### src/rtl/prioVecIntcPkg.sv
package prioVecIntcPkg;

  // Control-to-datapath strobes for one cycle
  typedef struct packed {
    logic       priWr;    // load one priority register
    logic [3:0] priReg;   // which priority register
    logic       maskSet;  // OR data into the mask
    logic       maskClr;  // clear mask bits where data is 1
    logic       vecLoad;  // capture the winning vector code
  } icStrobe_t;

endpackage

### src/rtl/icControl.sv
module icControl
  import prioVecIntcPkg::*;
#(
  parameter int ADDR_W = 3,
  parameter int NPRI   = 2
) (
  input  logic              wrEn,
  input  logic [ADDR_W-1:0] wrAddr,
  input  logic              irqAck,
  input  logic              irqReq,
  output icStrobe_t         strb
);

  localparam logic [ADDR_W-1:0] SetAddr = ADDR_W'(NPRI);
  localparam logic [ADDR_W-1:0] ClrAddr = ADDR_W'(NPRI + 1);

  always_comb begin
    strb         = '0;
    strb.priWr   = wrEn && (wrAddr < SetAddr);
    strb.priReg  = 4'(wrAddr);
    strb.maskSet = wrEn && (wrAddr == SetAddr);
    strb.maskClr = wrEn && (wrAddr == ClrAddr);
    strb.vecLoad = irqAck && irqReq;
  end

endmodule

### src/rtl/icDatapath.sv
module icDatapath
  import prioVecIntcPkg::*;
#(
  parameter int                    NUM_SRC   = 16,
  parameter int                    NUM_GRP   = 8,
  parameter logic [NUM_SRC*4-1:0]  SRC_GROUP = 64'h7766_5555_4444_3210,
  parameter int                    VEC_BASE  = 'h400,
  parameter int                    VEC_W     = 12
) (
  input  logic               clk,
  input  logic               rstN,
  input  logic [NUM_SRC-1:0] srcIn,
  input  logic [31:0]        wrData,
  input  icStrobe_t          strb,
  output logic               irqReq,
  output logic [3:0]         irqLevel,
  output logic [VEC_W-1:0]   vecCode,
  output logic [NUM_SRC-1:0] maskVec
);

  localparam int IDX_W     = (NUM_SRC > 1) ? $clog2(NUM_SRC) : 1;
  localparam int GRP_IDX_W = (NUM_GRP > 1) ? $clog2(NUM_GRP) : 1;

  logic [3:0]         priQ   [NUM_GRP];
  logic [3:0]         srcPri [NUM_SRC];
  logic [NUM_SRC-1:0] maskQ;
  logic [3:0]         bestLvl;
  logic [IDX_W-1:0]   bestIdx;
  logic [VEC_W-1:0]   vecQ;

  // Level storage: field k of register r drives group 4r+k
  for (genvar g = 0; g < NUM_GRP; g++) begin : gPri
    always_ff @(posedge clk) begin
      if (!rstN)
        priQ[g] <= '0;
      else if (strb.priWr && strb.priReg == 4'(g / 4))
        priQ[g] <= wrData[4*(g%4) +: 4];
    end
  end

  // Each source looks up its shared group field
  for (genvar i = 0; i < NUM_SRC; i++) begin : gSrc
    assign srcPri[i] = priQ[SRC_GROUP[4*i +: GRP_IDX_W]];
  end

  // Mask set/clear pair
  always_ff @(posedge clk) begin
    if (!rstN)
      maskQ <= '0;
    else if (strb.maskSet)
      maskQ <= maskQ | wrData[NUM_SRC-1:0];
    else if (strb.maskClr)
      maskQ <= maskQ & ~wrData[NUM_SRC-1:0];
  end

  // Arbitration: strict compare keeps the lowest index on ties
  always_comb begin
    bestLvl = '0;
    bestIdx = '0;
    for (int i = 0; i < NUM_SRC; i++) begin
      if (srcIn[i] && !maskQ[i] && srcPri[i] > bestLvl) begin
        bestLvl = srcPri[i];
        bestIdx = IDX_W'(i);
      end
    end
  end

  // Vector latched on acknowledge
  always_ff @(posedge clk) begin
    if (!rstN)
      vecQ <= '0;
    else if (strb.vecLoad)
      vecQ <= VEC_W'(VEC_BASE) + (VEC_W'(bestIdx) << 5);
  end

  assign irqReq   = (bestLvl != 4'd0);
  assign irqLevel = bestLvl;
  assign vecCode  = vecQ;
  assign maskVec  = maskQ;

endmodule

### src/rtl/prioVecIntc.sv
module prioVecIntc
  import prioVecIntcPkg::*;
#(
  parameter int                    NUM_SRC   = 16,
  parameter int                    NUM_GRP   = 8,
  parameter logic [NUM_SRC*4-1:0]  SRC_GROUP = 64'h7766_5555_4444_3210,
  parameter int                    VEC_BASE  = 'h400,
  parameter int                    VEC_W     = 12,
  parameter int                    ADDR_W    = 3
) (
  input  logic               clk,
  input  logic               rstN,
  input  logic [NUM_SRC-1:0] srcIn,
  input  logic               wrEn,
  input  logic [ADDR_W-1:0]  wrAddr,
  input  logic [31:0]        wrData,
  input  logic               irqAck,
  output logic               irqReq,
  output logic [3:0]         irqLevel,
  output logic [VEC_W-1:0]   vecCode
);

  localparam int NPRI = (NUM_GRP + 3) / 4;

  icStrobe_t          strb;
  logic [NUM_SRC-1:0] maskVec;

  icControl #(.ADDR_W(ADDR_W), .NPRI(NPRI)) u_ctrl (
    .wrEn   (wrEn),
    .wrAddr (wrAddr),
    .irqAck (irqAck),
    .irqReq (irqReq),
    .strb   (strb)
  );

  icDatapath #(
    .NUM_SRC(NUM_SRC), .NUM_GRP(NUM_GRP), .SRC_GROUP(SRC_GROUP),
    .VEC_BASE(VEC_BASE), .VEC_W(VEC_W)
  ) u_dp (
    .clk      (clk),
    .rstN     (rstN),
    .srcIn    (srcIn),
    .wrData   (wrData),
    .strb     (strb),
    .irqReq   (irqReq),
    .irqLevel (irqLevel),
    .vecCode  (vecCode),
    .maskVec  (maskVec)
  );

endmodule

### config.mk
export PLATFORM = sky130hd
export DESIGN_NAME = prioVecIntc
export DESIGN_NICKNAME = d
export VERILOG_FILES = /design/src/rtl/prioVecIntcPkg.sv /design/src/rtl/icControl.sv /design/src/rtl/icDatapath.sv /design/src/rtl/prioVecIntc.sv
export SDC_FILE = /design/constraint.sdc
export NUM_CORES = 1
export LEC_CHECK = 0
export ABC_AREA = 1
export BUFFER_PORTS_ARGS = -buffer_cell sky130_fd_sc_hd__buf_2
export CAP_MARGIN = 20
export CORE_AREA = 5 5 126 128
export CTS_BUF_LIST = sky130_fd_sc_hd__clkbuf_16
export CTS_CLUSTER_DIAMETER = 80
export DETAILED_ROUTE_END_ITERATION = 10
export DIE_AREA = 0 0 131 133
export HOLD_SLACK_MARGIN = 0.02
export SETUP_SLACK_MARGIN = 0.1
export SLEW_MARGIN = 20
export SYNTH_ARGS = -nofsm -noshare
export SYNTH_HDL_FRONTEND = slang
export SYNTH_HIERARCHICAL = 1
export SYNTH_SLANG_ARGS = --single-unit
### constraint.sdc
create_clock -name clk -period 40.5 [get_ports clk]
set_clock_uncertainty 0.15 [all_clocks]
set_input_delay 6.075 -clock clk [delete_from_list [all_inputs] [get_ports clk]]
set_output_delay 6.075 -clock clk [all_outputs]
set_load 0.02 [all_outputs]
==> results of run 1 <==
==> metrics by stage <==
| stage | setup slack (ns) | cells | util [%] | hold WS (ns) |
|---|---|---|---|---|
| finish | 11.96 | 936 | 37.2 | 0.321 |
| global route | 9.80 | 936 | 37.2 | 0.337 |
| CTS | 11.85 | 936 | 37.2 | 0.324 |
| detailed placement | 11.92 | 928 | 36.2 | 0.308 |
| global placement | 12.02 | 928 | 36.2 | 0.301 |
| floorplan | 13.51 | 714 | - | 0.300 |
==> final timing paths <==
kind,start,slack [ns],endpoint,cells past startpoint
min,u_dp/vecCode[10],0.32,u_dp/vecCode[10],2
min reg2reg,u_dp/vecCode[10],0.32,u_dp/vecCode[10],2
max reg2reg,u_dp/priQ[0][3],23.10,u_dp/vecCode[8],138
max,srcIn[0],11.96,irqReq,132
==> synth_stat cells (all sizes together) <==
master	n
a21boi	1
o211ai	2
buf	16
clkinv	1
edfxtp	32
clkbuf	7
nand3b	2
dfxtp	21
nor2	76
a31oi	1
nor3	1
a21oi	29
nor4	1
conb	2
o21bai	19
o21ai	65
inv	125
nand3	59
nand2	186
and2	1
nand4	12
or2	2
ha	47
==> cell families (layout without fill, tap and decap cells) <==
kind of cell	count (synthesis)	after routing	share of synthesized area (%)
and+or+nand+nor	340	340	34.6
DFF	53	53	27.7
buffers and inverters	149	183	12.6
adders and majority gates	47	47	11.8
AOI/OAI and AO/OA	117	117	13.2
other	2	8	0.150
==> critical path, delay by kind of cell <==
kind	cells	cell delay, ns
AOI/OAI and AO/OA	24	3.23
buffers and inverters	21	1.33
adders and majority gates	15	4.75
and+or+nand+nor	72	6.87
==> cell type report <==
type | count | area share [%]
clock inverter | 3 | 0.319
multi-input combinational | 512 | 54.8
timing repair buffer | 49 | 4.52
tap | 188 | 4.29
clock buffer | 5 | 2.28
inverter | 126 | 8.62
sequential | 53 | 25.2
==> per-layer routing <==
metal | wire length, um | vias to the layer above | track usage (%)
li1 | - | 2343 | -
met1 | 5590 | 1875 | 19.1
met2 | 5260 | 75 | 22.5
met3 | 493 | 6 | 1.98
met4 | 90 | 0 | 2.29
met5 | 0 | - | 0
==> metrics.yaml, run 1 <==
synth:
  synth_area_per_cell_sq_um: 7.05
  ys_seq_elements: 53
  ys_warn_count: 6
  synth_area_leaders: "edfxtp_1, ha_1, nand2_1"
  synth_area_sq_um: 4990
  yosysTopAreaCell: "edfxtp_1"
  netlist.area_leader.share_pct: 19.3
  synthCells: 708
  synthDistinctLibCells: 38
  synth.yosys.seq_area_share_pct: 27.7
clock_network:
  ctsResizeCount: 0
  clock_latency_ns: 0.29
  holdBufCountCts: 0
  clock_sinks: 53
  cts_buffers: 5
  cts_setup_buffers: 0
  ctsRootBufferMaster: "clkbuf_16"
  cts_tree: "yes"
  cts_buffer_depth: 2
  clkTransAtPathRegs_ns: 0.07
  htree_levels: 2
critical_path:
  criticalPathCategory: "in2out"
  critPathRequiredTime_ns: 34.28
  start_kind: "primary input"
  crit_arrival_ns: 22.32
  slowest_delay_ns: 0.34
  crit_path_end_kind: "output pin"
  crit_fanout: 13
  cp_common_cell: "nand2_1"
  slowest_stage: "ha_1"
sta:
  slew_violations: 0
  maxSlewHeadroom_pct: 58.8
  rsz0062_at_grt: "false"
  max_freq_ghz: 0.0350
  fin_crit_sh_pct: 70.5
  fin_crit_ns: 28.54
  worstMarginPinSlew_ns: 0.613
  finalHoldViolCount: 0
  tns_ns: 0
  finalSetupViolCount: 0
place:
  detailed_place_hpwl_mm: 9.38
  dpl_cell_area_sq_um: 5340
  routabilityCongestion: 0.837
  io_buffer_count: 48
floorplan:
  fp.dieH_um: 133
  core_sq_um: 14800
  rows: 45
  dieArea_sq_um: 17400
  initial_core_util_pct: 33.8
  ios: 72
  dieWidth_um: 131
min_path:
  hp-class: "reg2reg"
layout:
  multiInputGateArea_sq_um: 3000
  drive_above_1_share_pct: 18.7
  final_cell_mix: "nand2_1, inv_1, o21ai_0, nor2_1, buf_2"
  finalInstanceArea_sq_um: 5480
  regArea_sq_um: 1380
  antennaDiodeCount: 0
  final_common_cell: "nand2_1"
  syn_to_final_growth_pct: 9.88
  final_net_count: 849
  fillers: 1608
grt:
  grt_pass1_vias: 4130
  grt_overflow: 0
  grt_start_max_net_pins: 20
  grt_pass1_wl_mm: 19.6
  grt_use_total_pct: 13.6
  antenna_found_initial: 0
detailed_routing:
  first_pass_iters: 4
  drt_iter0_drc: 211
  wirelength_mm: 11.4
  wire_per_inst_um: 12.2
  ant_nets: 0
  drc: 0
  vias: 4299
  viasPerCell: 4.59
run_status:
  outcome: "completed"
flow_run:
  maxCapViolations: 0
Power of run 1 is left out: the tool's default activity adds up to more than one toggle a clock period on the data nets, which glitch-free logic cannot reach.
==> run 2: changes to the inputs <==
==> constraint.sdc (replaced) <==
create_clock -name clk -period 27.4 [get_ports clk]
set_clock_uncertainty 0.15 [all_clocks]
set_input_delay 4.11 -clock clk [delete_from_list [all_inputs] [get_ports clk]]
set_output_delay 4.11 -clock clk [all_outputs]
set_load 0.02 [all_outputs]
==> metrics.yaml, run 2 (same netlist as run 1, synthesis figures left out) <==
critical_path:
  start_kind: "primary input"
  crit_family: "simple AND/OR/NAND/NOR gates"
  r2r_cells: 139  # +0.72%
  critPathBufInv: 21  # unchanged
  crit_path_end_kind: "output pin"
  criticalPathCategory: "in2out"
  crit_arrival_ns: 20.30  # -2.02 ns
  crit_fanout: 13  # unchanged
  cp_common_cell: "nand2_1"
  critPathRequiredTime_ns: 23.14  # -11.14 ns
  slowest_stage: "ha_1"
  cp.depth: 132  # unchanged
  slowest_delay_ns: 0.34  # about the same
layout:
  final_cell_mix: "nand2_1, inv_1, o21ai_0, nor2_1, buf_2"
  antennaDiodeCount: 0  # unchanged
  multiInputGateArea_sq_um: 3000  # unchanged
  regArea_sq_um: 1380  # unchanged
  drive_above_1_share_pct: 18.9  # +0.13 points
  final_common_cell: "nand2_1"
  syn_to_final_growth_pct: 10.3
  final_net_count: 849  # unchanged
  fillers: 1624  # +1.0%
sta:
  fin_crit_sh_pct: 89.6
  maxSlewHeadroom_pct: 60.7  # +1.8 points
  max_freq_ghz: 0.0407
  fin_crit_ns: 24.56
  tns_ns: 0  # unchanged
  worstMarginPinSlew_ns: 0.586  # -0.0274 ns
  slew_violations: 0  # unchanged
  finalHoldViolCount: 0  # unchanged
  rsz0062_at_grt: "false"
  finalSetupViolCount: 0  # unchanged
clock_network:
  htree_levels: 2  # unchanged
  ctsResizeCount: 0  # unchanged
  cts_buffers: 5  # unchanged
  cts_tree: "yes"
  holdBufCountCts: 0  # unchanged
  clock_sinks: 53  # unchanged
  clkTransAtPathRegs_ns: 0.07  # about the same
  clock_latency_ns: 0.29  # about the same
  cts_setup_buffers: 0  # unchanged
  ctsRootBufferMaster: "clkbuf_16"
  cts_buffer_depth: 2  # unchanged
flow_run:
  maxCapViolations: 0  # unchanged
detailed_routing:
  wirelength_mm: 11.5  # +0.50%
  wire_per_inst_um: 12.3  # +0.50%
  drt_iter0_drc: 267  # +27%
  ant_nets: 0  # unchanged
  first_pass_iters: 5  # +1
  vias: 4313  # +0.33%
  viasPerCell: 4.61  # +0.33%
  drc: 0  # unchanged
min_path:
  hp-class: "reg2reg"
  holdPathStages: 2  # unchanged
place:
  detailed_place_hpwl_mm: 9.35  # -0.32%
  io_buffer_count: 48  # unchanged
  routabilityCongestion: 0.838  # +0.13%
floorplan:
  ios: 72  # unchanged
  rows: 45  # unchanged
  dieArea_sq_um: 17400  # unchanged
  initial_core_util_pct: 33.8  # unchanged
  dieWidth_um: 131  # unchanged
  fp.dieH_um: 133  # unchanged
  core_sq_um: 14800  # unchanged
run_status:
  outcome: "completed"
grt:
  antenna_found_initial: 0  # unchanged
  grt_overflow: 0  # unchanged
  grt_start_max_net_pins: 20  # unchanged
  grt_pass1_vias: 4108  # -0.53%
  grt_pass1_wl_mm: 19.2  # -1.6%
  grt_use_total_pct: 13.5  # -0.17 points
-- run 2: area by class of cell --
type | count | share of cell area, %
Timing Repair Buffer | 49 | 4.50
Multi-Input combinational cell | 512 | 54.6
Tap cell | 188 | 4.27
Clock inverter | 2 | 0.250
Clock buffer | 6 | 2.73
Inverter | 126 | 8.59
Sequential cell | 53 | 25.1
-- run 2: metal layers --
| layer | track usage, % | routed length (um) |
|---|---|---|
| met1 | 19.2 | 5820 |
| met2 | 21.8 | 5190 |
| met3 | 1.78 | 341 |
| met4 | 2.57 | 135 |
| met5 | 0 | 0 |
-- run 2: per-stage QoR --
stage	area [sq um]	setup WS [ns]	cells	hold slack (ns)	util, %
CTS	5510	2.77	936	0.324	37.3
floorplan	5010	4.34	714	0.300	-
detailed placement	5340	2.85	928	0.310	36.2
finish	5510	2.84	936	0.325	37.3
global placement	5340	2.85	928	0.301	36.2
global route	5510	0.770	936	0.333	37.3
-- run 2: worst reg2reg max path, delay by kind of cell, from the launching register on --
family,cells,cell delay (ns)
flops,1,0.39
buf+inv,23,1.45
simple gates,76,7.30
fa+ha+maj,15,4.72
compound gates,25,3.28
-- run 2: path summary, 6_finish.rpt --
| kind | from | end | slack, ns |
|---|---|---|---|
| setup / recovery | srcIn[0] | irqReq | 2.84 |
| setup reg to reg | u_dp/priQ[0][3] | u_dp/vecCode[8] | 10.03 |
| hold reg to reg | flip-flop | flip-flop | 0.33 |
| hold / removal | flip-flop | flip-flop | 0.33 |
Power of run 2 is left out for the same reason.
